$ cat config.mk
export PLATFORM = sky130hd
export DESIGN_NAME = spi_mem_frontend
export DESIGN_NICKNAME = d
export VERILOG_FILES = /design/src/rtl/spi_fe_pkg.sv /design/src/rtl/spi_fe_sck_edge.sv /design/src/rtl/spi_fe_tx_shift.sv /design/src/rtl/spi_mem_frontend.sv
export SDC_FILE = /design/constraint.sdc
export NUM_CORES = 1
export LEC_CHECK = 0
export ABC_AREA = 1
export BUFFER_PORTS_ARGS = -buffer_cell sky130_fd_sc_hd__buf_4
export CORE_MARGIN = 4
export CORE_UTILIZATION = 55
export CTS_CLUSTER_DIAMETER = 50
export CTS_CLUSTER_SIZE = 8
export DETAILED_ROUTE_END_ITERATION = 7
export PLACE_DENSITY_LB_ADDON = 0.08
export SETUP_SLACK_MARGIN = 0.2
export SYNTH_ARGS = -nofsm -noshare
export SYNTH_HDL_FRONTEND = slang
export SYNTH_SLANG_ARGS = --single-unit
$ cat constraint.sdc
create_clock -name clk -period 2.3 [get_ports clk]
set_clock_uncertainty 0.15 [all_clocks]
set_input_delay 0.345 -clock clk [delete_from_list [all_inputs] [get_ports clk]]
set_output_delay 0.345 -clock clk [all_outputs]
set_load 0.05 [all_outputs]
$ cat src/rtl/spi_fe_pkg.sv
package spi_fe_pkg;
    localparam int BYTE_W = 8;

    localparam logic [BYTE_W-1:0] OPC_READ  = 8'h03;
    localparam logic [BYTE_W-1:0] OPC_WRITE = 8'h02;

    typedef enum logic [2:0] {
        ST_OPC    = 3'd0,
        ST_ADDR   = 3'd1,
        ST_RDATA  = 3'd2,
        ST_WDATA  = 3'd3,
        ST_IGNORE = 3'd4
    } fe_state_e;
endpackage

$ cat src/rtl/spi_fe_sck_edge.sv
module spi_fe_sck_edge (
    input  logic clk,
    input  logic rst_n,
    input  logic cs_n,
    input  logic sck,
    input  logic hold_n,
    output logic rise,
    output logic fall,
    output logic held
);
    logic sck_q;
    logic hold_q;
    logic hold_d;

    always_comb begin
        hold_d = hold_q;
        if (cs_n) begin
            hold_d = 1'b0;
        end else if (!sck) begin
            hold_d = !hold_n;
        end
    end

    always_ff @(posedge clk or negedge rst_n) begin
        if (!rst_n) begin
            sck_q  <= 1'b0;
            hold_q <= 1'b0;
        end else begin
            sck_q  <= sck;
            hold_q <= hold_d;
        end
    end

    assign held = hold_q;
    assign rise = sck && !sck_q && !hold_q && !cs_n;
    assign fall = !sck && sck_q && !hold_q && !cs_n;

    // a pause only starts or ends while SCK is low
    p_hold_change_sck_low_r10: assert property (@(posedge clk) disable iff (!rst_n)
        (!cs_n && $past(!cs_n) && (hold_q != $past(hold_q))) |-> !$past(sck));
endmodule

$ cat src/rtl/spi_fe_tx_shift.sv
module spi_fe_tx_shift #(
    parameter int W = 8
) (
    input  logic         clk,
    input  logic         rst_n,
    input  logic         load,
    input  logic [W-1:0] load_data,
    input  logic         shift,
    output logic         so
);
    logic [W-1:0] tx_q, tx_d;
    logic         so_q, so_d;

    always_comb begin
        tx_d = tx_q;
        so_d = so_q;
        if (load) begin
            tx_d = load_data;
        end else if (shift) begin
            so_d = tx_q[W-1];
            tx_d = {tx_q[W-2:0], 1'b0};
        end
    end

    always_ff @(posedge clk or negedge rst_n) begin
        if (!rst_n) begin
            tx_q <= '0;
            so_q <= 1'b0;
        end else begin
            tx_q <= tx_d;
            so_q <= so_d;
        end
    end

    assign so = so_q;

    // the output bit only moves on a shift request
    p_so_moves_on_shift_r11: assert property (@(posedge clk) disable iff (!rst_n)
        !$past(shift) |-> $stable(so_q));
endmodule

$ cat src/rtl/spi_mem_frontend.sv
module spi_mem_frontend
    import spi_fe_pkg::*;
#(
    parameter int ADDR_W     = 17,
    parameter int ADDR_BYTES = 3
) (
    input  logic              clk,
    input  logic              rst_n,
    input  logic              spi_cs_n,
    input  logic              spi_sck,
    input  logic              spi_mosi,
    input  logic              spi_hold_n,
    input  logic              wr_permit,
    input  logic              nv_busy,
    output logic              spi_miso,
    output logic              spi_miso_oe,
    output logic              sram_en,
    output logic              sram_we,
    output logic [ADDR_W-1:0] sram_addr,
    output logic [BYTE_W-1:0] sram_wdata,
    input  logic [BYTE_W-1:0] sram_rdata
);
    localparam int BIT_W = $clog2(BYTE_W);
    localparam int BCW   = (ADDR_BYTES > 1) ? $clog2(ADDR_BYTES) : 1;
    localparam logic [BIT_W-1:0] LAST_BIT   = BIT_W'(BYTE_W - 1);
    localparam logic [BCW-1:0]   LAST_ABYTE = BCW'(ADDR_BYTES - 1);

    typedef struct packed {
        fe_state_e          state;
        logic               is_rd;
        logic [BIT_W-1:0]   bit_cnt;
        logic [BCW-1:0]     byte_cnt;
        logic [BYTE_W-1:0]  rx;
        logic [ADDR_W-1:0]  addr;
        logic               rd_req;
        logic               ld;
        logic               we;
        logic [ADDR_W-1:0]  req_addr;
        logic [BYTE_W-1:0]  wdata;
        logic [BIT_W-1:0]   ocnt;
        logic               so_live;
    } fe_regs_t;

    fe_regs_t q, d;
    logic     rise, fall, held;
    logic     tx_load, tx_shift;
    logic [BYTE_W-1:0] byte_in;
    logic [ADDR_W-1:0] addr_in;

    spi_fe_sck_edge u_edge (
        .clk    (clk),
        .rst_n  (rst_n),
        .cs_n   (spi_cs_n),
        .sck    (spi_sck),
        .hold_n (spi_hold_n),
        .rise   (rise),
        .fall   (fall),
        .held   (held)
    );

    spi_fe_tx_shift #(.W(BYTE_W)) u_tx (
        .clk       (clk),
        .rst_n     (rst_n),
        .load      (tx_load),
        .load_data (sram_rdata),
        .shift     (tx_shift),
        .so        (spi_miso)
    );

    assign byte_in = {q.rx[BYTE_W-2:0], spi_mosi};
    assign addr_in = ADDR_W'({q.addr, byte_in});

    always_comb begin
        d        = q;
        d.rd_req = 1'b0;
        d.we     = 1'b0;
        d.ld     = q.rd_req;
        tx_load  = q.ld;
        tx_shift = 1'b0;

        if (spi_cs_n) begin
            d.state    = ST_OPC;
            d.bit_cnt  = '0;
            d.byte_cnt = '0;
            d.ocnt     = '0;
            d.so_live  = 1'b0;
        end else begin
            if (rise) begin
                d.rx      = byte_in;
                d.bit_cnt = q.bit_cnt + 1'b1;
                if (q.bit_cnt == LAST_BIT) begin
                    unique case (q.state)
                        ST_OPC: begin
                            if (nv_busy) begin
                                d.state = ST_IGNORE;
                            end else if (byte_in == OPC_READ) begin
                                d.state = ST_ADDR;
                                d.is_rd = 1'b1;
                            end else if (byte_in == OPC_WRITE) begin
                                d.state = ST_ADDR;
                                d.is_rd = 1'b0;
                            end else begin
                                d.state = ST_IGNORE;
                            end
                        end
                        ST_ADDR: begin
                            d.addr = addr_in;
                            if (q.byte_cnt == LAST_ABYTE) begin
                                d.byte_cnt = '0;
                                if (q.is_rd) begin
                                    d.state    = ST_RDATA;
                                    d.rd_req   = 1'b1;
                                    d.req_addr = addr_in;
                                    d.addr     = addr_in + 1'b1;
                                end else begin
                                    d.state = ST_WDATA;
                                end
                            end else begin
                                d.byte_cnt = q.byte_cnt + 1'b1;
                            end
                        end
                        ST_WDATA: begin
                            if (wr_permit) begin
                                d.we       = 1'b1;
                                d.req_addr = q.addr;
                                d.wdata    = byte_in;
                            end
                            d.addr = q.addr + 1'b1;
                        end
                        default: ;
                    endcase
                end
            end
            if (fall && (q.state == ST_RDATA)) begin
                tx_shift  = 1'b1;
                d.so_live = 1'b1;
                d.ocnt    = q.ocnt + 1'b1;
                if (q.ocnt == LAST_BIT) begin
                    d.rd_req   = 1'b1;
                    d.req_addr = q.addr;
                    d.addr     = q.addr + 1'b1;
                end
            end
        end
    end

    always_ff @(posedge clk or negedge rst_n) begin
        if (!rst_n) begin
            q <= '0;
        end else begin
            q <= d;
        end
    end

    assign sram_en     = q.rd_req || q.we;
    assign sram_we     = q.we;
    assign sram_addr   = q.req_addr;
    assign sram_wdata  = q.wdata;
    assign spi_miso_oe = q.so_live && (q.state == ST_RDATA) && !held && !spi_cs_n;

    // no output drive while deselected
    p_hiz_deselect_r1: assert property (@(posedge clk) disable iff (!rst_n)
        spi_cs_n |-> !spi_miso_oe);

    // every SRAM strobe stems from a selected cycle
    p_access_needs_select_r1: assert property (@(posedge clk) disable iff (!rst_n)
        sram_en |-> $past(!spi_cs_n));

    // a committed byte had permission on its completing cycle
    p_commit_permit_r7: assert property (@(posedge clk) disable iff (!rst_n)
        (sram_en && sram_we) |-> $past(wr_permit));

    // a pause drops the output drive
    p_hold_hiz_r10: assert property (@(posedge clk) disable iff (!rst_n)
        held |-> !spi_miso_oe);

    // a pause freezes the bit position
    p_hold_freeze_r10: assert property (@(posedge clk) disable iff (!rst_n)
        (held && !spi_cs_n) |=> $stable(q.bit_cnt));
endmodule

### Word-level counts from Yosys, hierarchy flattened

Index checks and enable logic that the tools add are counted.

| word-level totals | value |
|---|---|
| register bits after elaboration | 77 |
| bits in latches | 0 |
| memory bits (writable) | 0 |
| ROM bits | 0 |
| input port bits | 16 |
| logic and storage cells | 108 |
| memories kept | 0 |

| cells by class | value |
|---|---|
| add/sub/neg operators | 5 |
| multipliers | 0 |
| divide/modulo/power cells | 0 |
| $lt $le $gt $ge | 0 |
| eq/ne operators | 10 |
| shifts and indexed selects | 0 |
| multiplexer cells | 43 |
| bitwise gates (word level) | 3 |
| reductions and logical operators | 30 |

Operators by type and width:

| operator | count |
|---|---|
| $mux W26 | 4 |
| $mux W18 | 5 |
| $mux W17 | 4 |
| $pmux W17 S2 | 2 |
| $mux W35 | 1 |
| $add A17 B1 Y17 const B | 2 |
| $mux W8 | 3 |
| $eq A8 B2 Y1 const B | 2 |
| $mux W4 | 4 |
| $mux W3 | 4 |
| $reduce_bool A2 Y1 | 6 |
| $mux W1 | 11 |
| $logic_and A1 B1 Y1 | 10 |
| $add A3 B1 Y3 const B | 2 |
| $eq A3 B2 Y1 const B | 2 |
| $eq A3 B3 Y1 const B | 2 |
| $mux W2 | 3 |
| $pmux W3 S2 | 1 |
| $reduce_and A6 Y1 | 1 |
| $logic_not A1 Y1 | 5 |
| $mux W5 | 1 |
| $reduce_and A5 Y1 | 1 |
| $reduce_and A2 Y1 | 2 |
| $reduce_and A4 Y1 | 1 |
| other kinds (10) | 12 |

### Logic depth before layout (Yosys ltp)

| depth | value |
|---|---|
| depth after elaboration | 10 |
| mapped depth | 13 |

### Hierarchy

A second synthesis with hierarchy kept.

| second synthesis, totals | value |
|---|---|
| cell total of the unflattened synthesis | 689 |
| area total of the unflattened synthesis | 4991.0 µm² |

Modules (own cells, without submodules):

| module | instances | cells each | area an instance (µm²) | sequential area each (µm²) |
|---|---|---|---|---|
| spi_mem_frontend | 1 | 626 | 4471.8 | 1626.6 |
| spi_fe_tx_shift | 1 | 48 | 417.9 | 225.2 |
| spi_fe_sck_edge | 1 | 15 | 101.3 | 50.0 |

### Worst setup path before layout

No wires, ideal clock.

| path | value |
|---|---|
| path type | input to output |
| from | input port spi_cs_n |
| to | output port spi_miso_oe |
| data arrival time | 2.233 ns |
| required time | 1.805 ns |
| slack | -0.428 ns |
| cell stages on the path | 3 |
| path through | buf_2 clkbuf_1 nor4_1 |

| on the way | value |
|---|---|
| longest elaborated chain between the ends | 2 |

Ends and longest elaborated chain:

| element | line | source |
|---|---|---|
| from (decl) | spi_mem_frontend.sv:9 | `input logic spi_cs_n,` |
| $logic_not A1 Y1 | spi_mem_frontend.sv:159 | `assign spi_miso_oe = q.so_live && (q.state == ST_RDATA) && !held && !spi_cs_n;` |
| $logic_and A1 B1 Y1 | spi_mem_frontend.sv:159 |  |
| to (decl) | spi_mem_frontend.sv:16 | `output logic spi_miso_oe,` |

Every way passes these cells.

### Final worst setup path

| path | value |
|---|---|
| from | register q[64] (netlist bit) |
| to | register q[41] (netlist bit) |

| on the way | value |
|---|---|
| longest elaborated chain between the ends | 6 |
| elaborated cells on any way between the ends | 9 |
| those cells by class | 3 x eq/ne; 5 x mux; 1 x reduce/logical |

Ends and longest elaborated chain:

| element | line | source |
|---|---|---|
| from (decl) | spi_mem_frontend.sv:44 | `fe_regs_t q, d;` |
| from (signal assigned) | spi_mem_frontend.sv:149 | `q <= '0;` |
| from (signal assigned) | spi_mem_frontend.sv:151 | `q <= d;` |
| $eq A3 B2 Y1 or $eq A3 B1 Y1 (tied branches) | spi_mem_frontend.sv:92 | `unique case (q.state)` |
| $pmux W17 S2 | spi_mem_frontend.sv:92 |  |
| $mux W18 | spi_mem_frontend.sv:91 | `if (q.bit_cnt == LAST_BIT) begin` |
| $mux W35 | spi_mem_frontend.sv:88 | `if (rise) begin` |
| $mux W18 | spi_mem_frontend.sv:138 | `if (q.ocnt == LAST_BIT) begin` |
| $mux W18 * | spi_mem_frontend.sv:134 | `if (fall && (q.state == ST_RDATA)) begin` |

Mark *: on every way between the ends. The rest lies on a longest branch, timed or not. The select of a mux whose other input is x is not followed.
A chain may end at the register's enable or synchronous reset.

==> flow_metrics.py <==
metrics = {
    "worst_setup_path": {
        "cp_slowest_cell": "dfrtp_1",
        "cp_num_buf_inv": 1,
        "regToRegSetupSlack_ns": 0.30,
        "crit_type": "reg2reg",
        "worstPathArrival_ns": 2.09,
        "crit_top_cell": "a21oi_1",
        "reg2regPathDepth": 7,
        "regToRegEndpoint": "q[41]",
        "cp_max_fo": 28,
        "crit_chain": "nand3_1, nand3b_4, nor2_2, inv_2, nand2_1, a21oi_1, a21oi_1",
        "critPathTopFamily": "simple AND/OR/NAND/NOR gates",
        "start_kind": "flip-flop",
        "endpoint_kind": "flip-flop",
        "cp.required_ns": 2.39,
        "max_stage_delay_ns": 0.45,
        "rr_startpoint": "q[64]",
    },
    "sta": {
        "slew_viol_final": 0,
        "finalCritPeriodShare_pct": 86.9,
        "holdWs_ns": 0.0122,
        "setup_tns_ns": 0,
        "fmax_mhz": 501,
        "rsz0062_at_grt": "yes",
        "final_hold_viol_count": 0,
        "period_needed_ns": 2.00,
        "setup_viol": 0,
        "relSlewSlack_pct": 66.1,
        "tightestPinTransition_ns": 0.507,
    },
    "clocking": {
        "cts_root_buf": "clkbuf_8",
        "cts_tree": "yes",
        "clkSinkCount": 76,
        "clockBufferDepth": 2,
        "clk_latency_ns": 0.36,
        "htreeDepth": 3,
        "path_clk_slew_ns": 0.08,
        "numCtsBuffers": 9,
    },
    "place": {
        "place_inst": 813,
        "dp_hpwl_um": 9880,
        "gp_congestion": 0.991,
        "port_buffers": 44,
    },
    "power": {
        "leakage_uw": 0.00272,
        "comb_power_share_pct": 12.4,
        "switchingPower_uw": 877,
        "ir_worst_vdd_mv": 0.321,
        "p_clk_share_pct": 38.1,
        "power.density_nw_per_um2": 543,
        "internal-power_uw": 2140,
        "swShare_pct": 29.1,
        "power_frac_seq_pct": 49.5,
    },
    "yosys": {
        "async_reset_ff_share_pct": 100,
        "synth.largest_area_cell": "dfrtp_1",
        "ys_ff_latch": 76,
        "syn_inst": 700,
        "synth.most_common_cell": "nand2_1",
        "synth_nets": 723,
        "synth.area.top_cells": "dfrtp_1 (38%), nand2_1 (16%), nand3_1 (6.5%)",
        "postSynthAreaPerCell_sq_um": 7.07,
        "ys.warnings.count": 0,
        "synthFlopType": "dfrtp_1",
        "synth_seq_area_share_pct": 38.4,
        "synth_edf_count": 0,
        "synthesis.area_sq_um": 4950,
        "synth_cell_types": 38,
        "synth_top_area_share_pct": 38.4,
        "synthTopCellsByCount": "nand2_1 (216), dfrtp_1 (76), inv_1 (67)",
    },
    "floorplan": {
        "die_y_um": 103,
        "die_w_um": 103,
        "die-area_sq_um": 10600,
        "io_pins": 45,
        "core_area_sq_um": 8720,
        "start_util_pct": 56.7,
        "num_rows": 34,
    },
    "route": {
        "wl_per_cell_um": 16.7,
        "vias_per_cell": 5.66,
        "drt-total-wl_um": 13900,
        "route.vias.total": 4729,
        "drtPass1Iterations": 5,
        "drt_iter0_drc": 370,
        "ant_nets": 0,
        "drc_errors": 0,
    },
    "layout": {
        "antennaDiodeCount": 0,
        "stdcell_count": 835,
        "area_growth_pct": 12.1,
        "nets": 746,
        "drive_gt1_share_pct": 15.7,
        "fillCellCount": 801,
    },
    "grt": {
        "track_usage_pct": 26.8,
        "grt_pass1_wl_um": 22100,
        "grt.overflow.total": 0,
        "antenna_found_initial": 0,
        "grt_pass1_vias": 4339,
        "grt_max_degree": 49,
    },
    "outcome": {
        "status": "finished clean",
    },
    "hold_path": {
        "hold_start": "spi_hold_n",
        "whs_path_depth": 2,
        "hold_end": "u_edge.held",
        "hp-class": "in2reg",
    },
    "run": {
        "cap_violations": 0,
    },
}
[cells by family after synthesis]
family | count (synthesis) | synth area share [%]
xor+xnor | 10 | 1.77
buf+inv | 124 | 12.0
compound gates | 132 | 14.8
flops | 76 | 38.4
simple gates | 350 | 31.0
fa+ha+maj | 7 | 1.77
mux | 1 | 0.228
[power groups by stage]
stage	clock (uW)	sequential (uW)	combinational [uW]
floorplan	0	1490	216
global placement	0	1510	346
detailed placement	0	1520	353
CTS	1160	1490	358
global route	1220	1510	414
finish	1150	1490	373
[worst max path at each step]
stage	start	end	slack, ns	cells after the start
floorplan	spi_cs_n	spi_miso_oe	0.42	3
global placement	addr_in[9]	q[44]	0.25	10
detailed placement	addr_in[8]	q[44]	0.21	10
CTS	addr_in[8]	q[44]	0.25	10
global route	q[65]	sram_addr[7]	0.18	10
finish	q[64]	q[41]	0.30	7
[layout by cell type, fill, tap and decap left out, types with 3 or more instances in the layout]
| master | count |
|---|---|
| nand2_1 | 212 |
| dfrtp_1 | 70 |
| inv_1 | 66 |
| nand3_1 | 62 |
| buf_4 | 58 |
| a21oi_1 | 51 |
| o21ai_0 | 40 |
| nor2_1 | 33 |
| o22ai_1 | 17 |
| nand4_1 | 12 |
| xor2_1 | 9 |
| clkbuf_8 | 9 |
| o21ai_1 | 8 |
| nor2_2 | 7 |
| nor3_1 | 6 |
| ha_1 | 6 |
| dfrtp_2 | 6 |
| inv_2 | 5 |
| nand2_2 | 4 |
| o211ai_1 | 4 |
| a22oi_1 | 4 |
| o32ai_1 | 4 |
| nor2_4 | 3 |
| nand3_2 | 3 |
[layout make-up]
type | instances | area, sq um | area share (%)
multi-input cells | 501 | 2530 | 45.6
flip-flops and latches | 76 | 1910 | 34.4
repair buffers | 62 | 487 | 8.77
inverters | 73 | 277 | 4.98
well taps | 108 | 135 | 2.44
clock buffers | 9 | 124 | 2.23
clock inverters | 6 | 88.8 | 1.60
[routing by layer]
metal / part of all wire (%) / track usage, % / vias to the layer above / wire, um
met1: 46 / 39.1 / 2186 / 6410
met3: 8.6 / 5.62 / 28 / 1200
met4: 1.9 / 8.07 / 0 / 266
li1: - / - / 2325 / -
met2: 43 / 40.3 / 190 / 6040
met5: 0 / 0 / - / 0
[repair_timing]
item | CTS | global route
endpoints found under the hold margin | 29 | 0
setup endpoints to repair | 1 | 32
hold buffers | 2 | 0
pin swaps | 0 | 3
cloned | 0 | 1
gates resized for setup | 1 | 24
setup buffers | 0 | 4
[per-stage QoR]
step | setup WS [ns] | total power (uW) | instance area, sq um | utilization [%]
final | 0.302 | 3010 | 5550 | 63.6
after global routing | 0.181 | 3140 | 5550 | 63.6
after global placement | 0.247 | 1860 | 5210 | 59.8
after floorplan | 0.425 | 1710 | 4960 | -
after CTS | 0.254 | 3000 | 5450 | 62.5
after detailed placement | 0.206 | 1870 | 5210 | 59.8
[state kept, by name (all words and copies together) (netlist names)]
signal and cells:
u_edge.sck_q 1, addr_in 16, sram_wdata 8, tx_load 1
u_edge.held 1, u_tx.so 1, d 1, u_tx.tx_q 8
q 21, sram_we 1, sram_addr 17
Note: power is estimated with default switching activity, not from simulation.
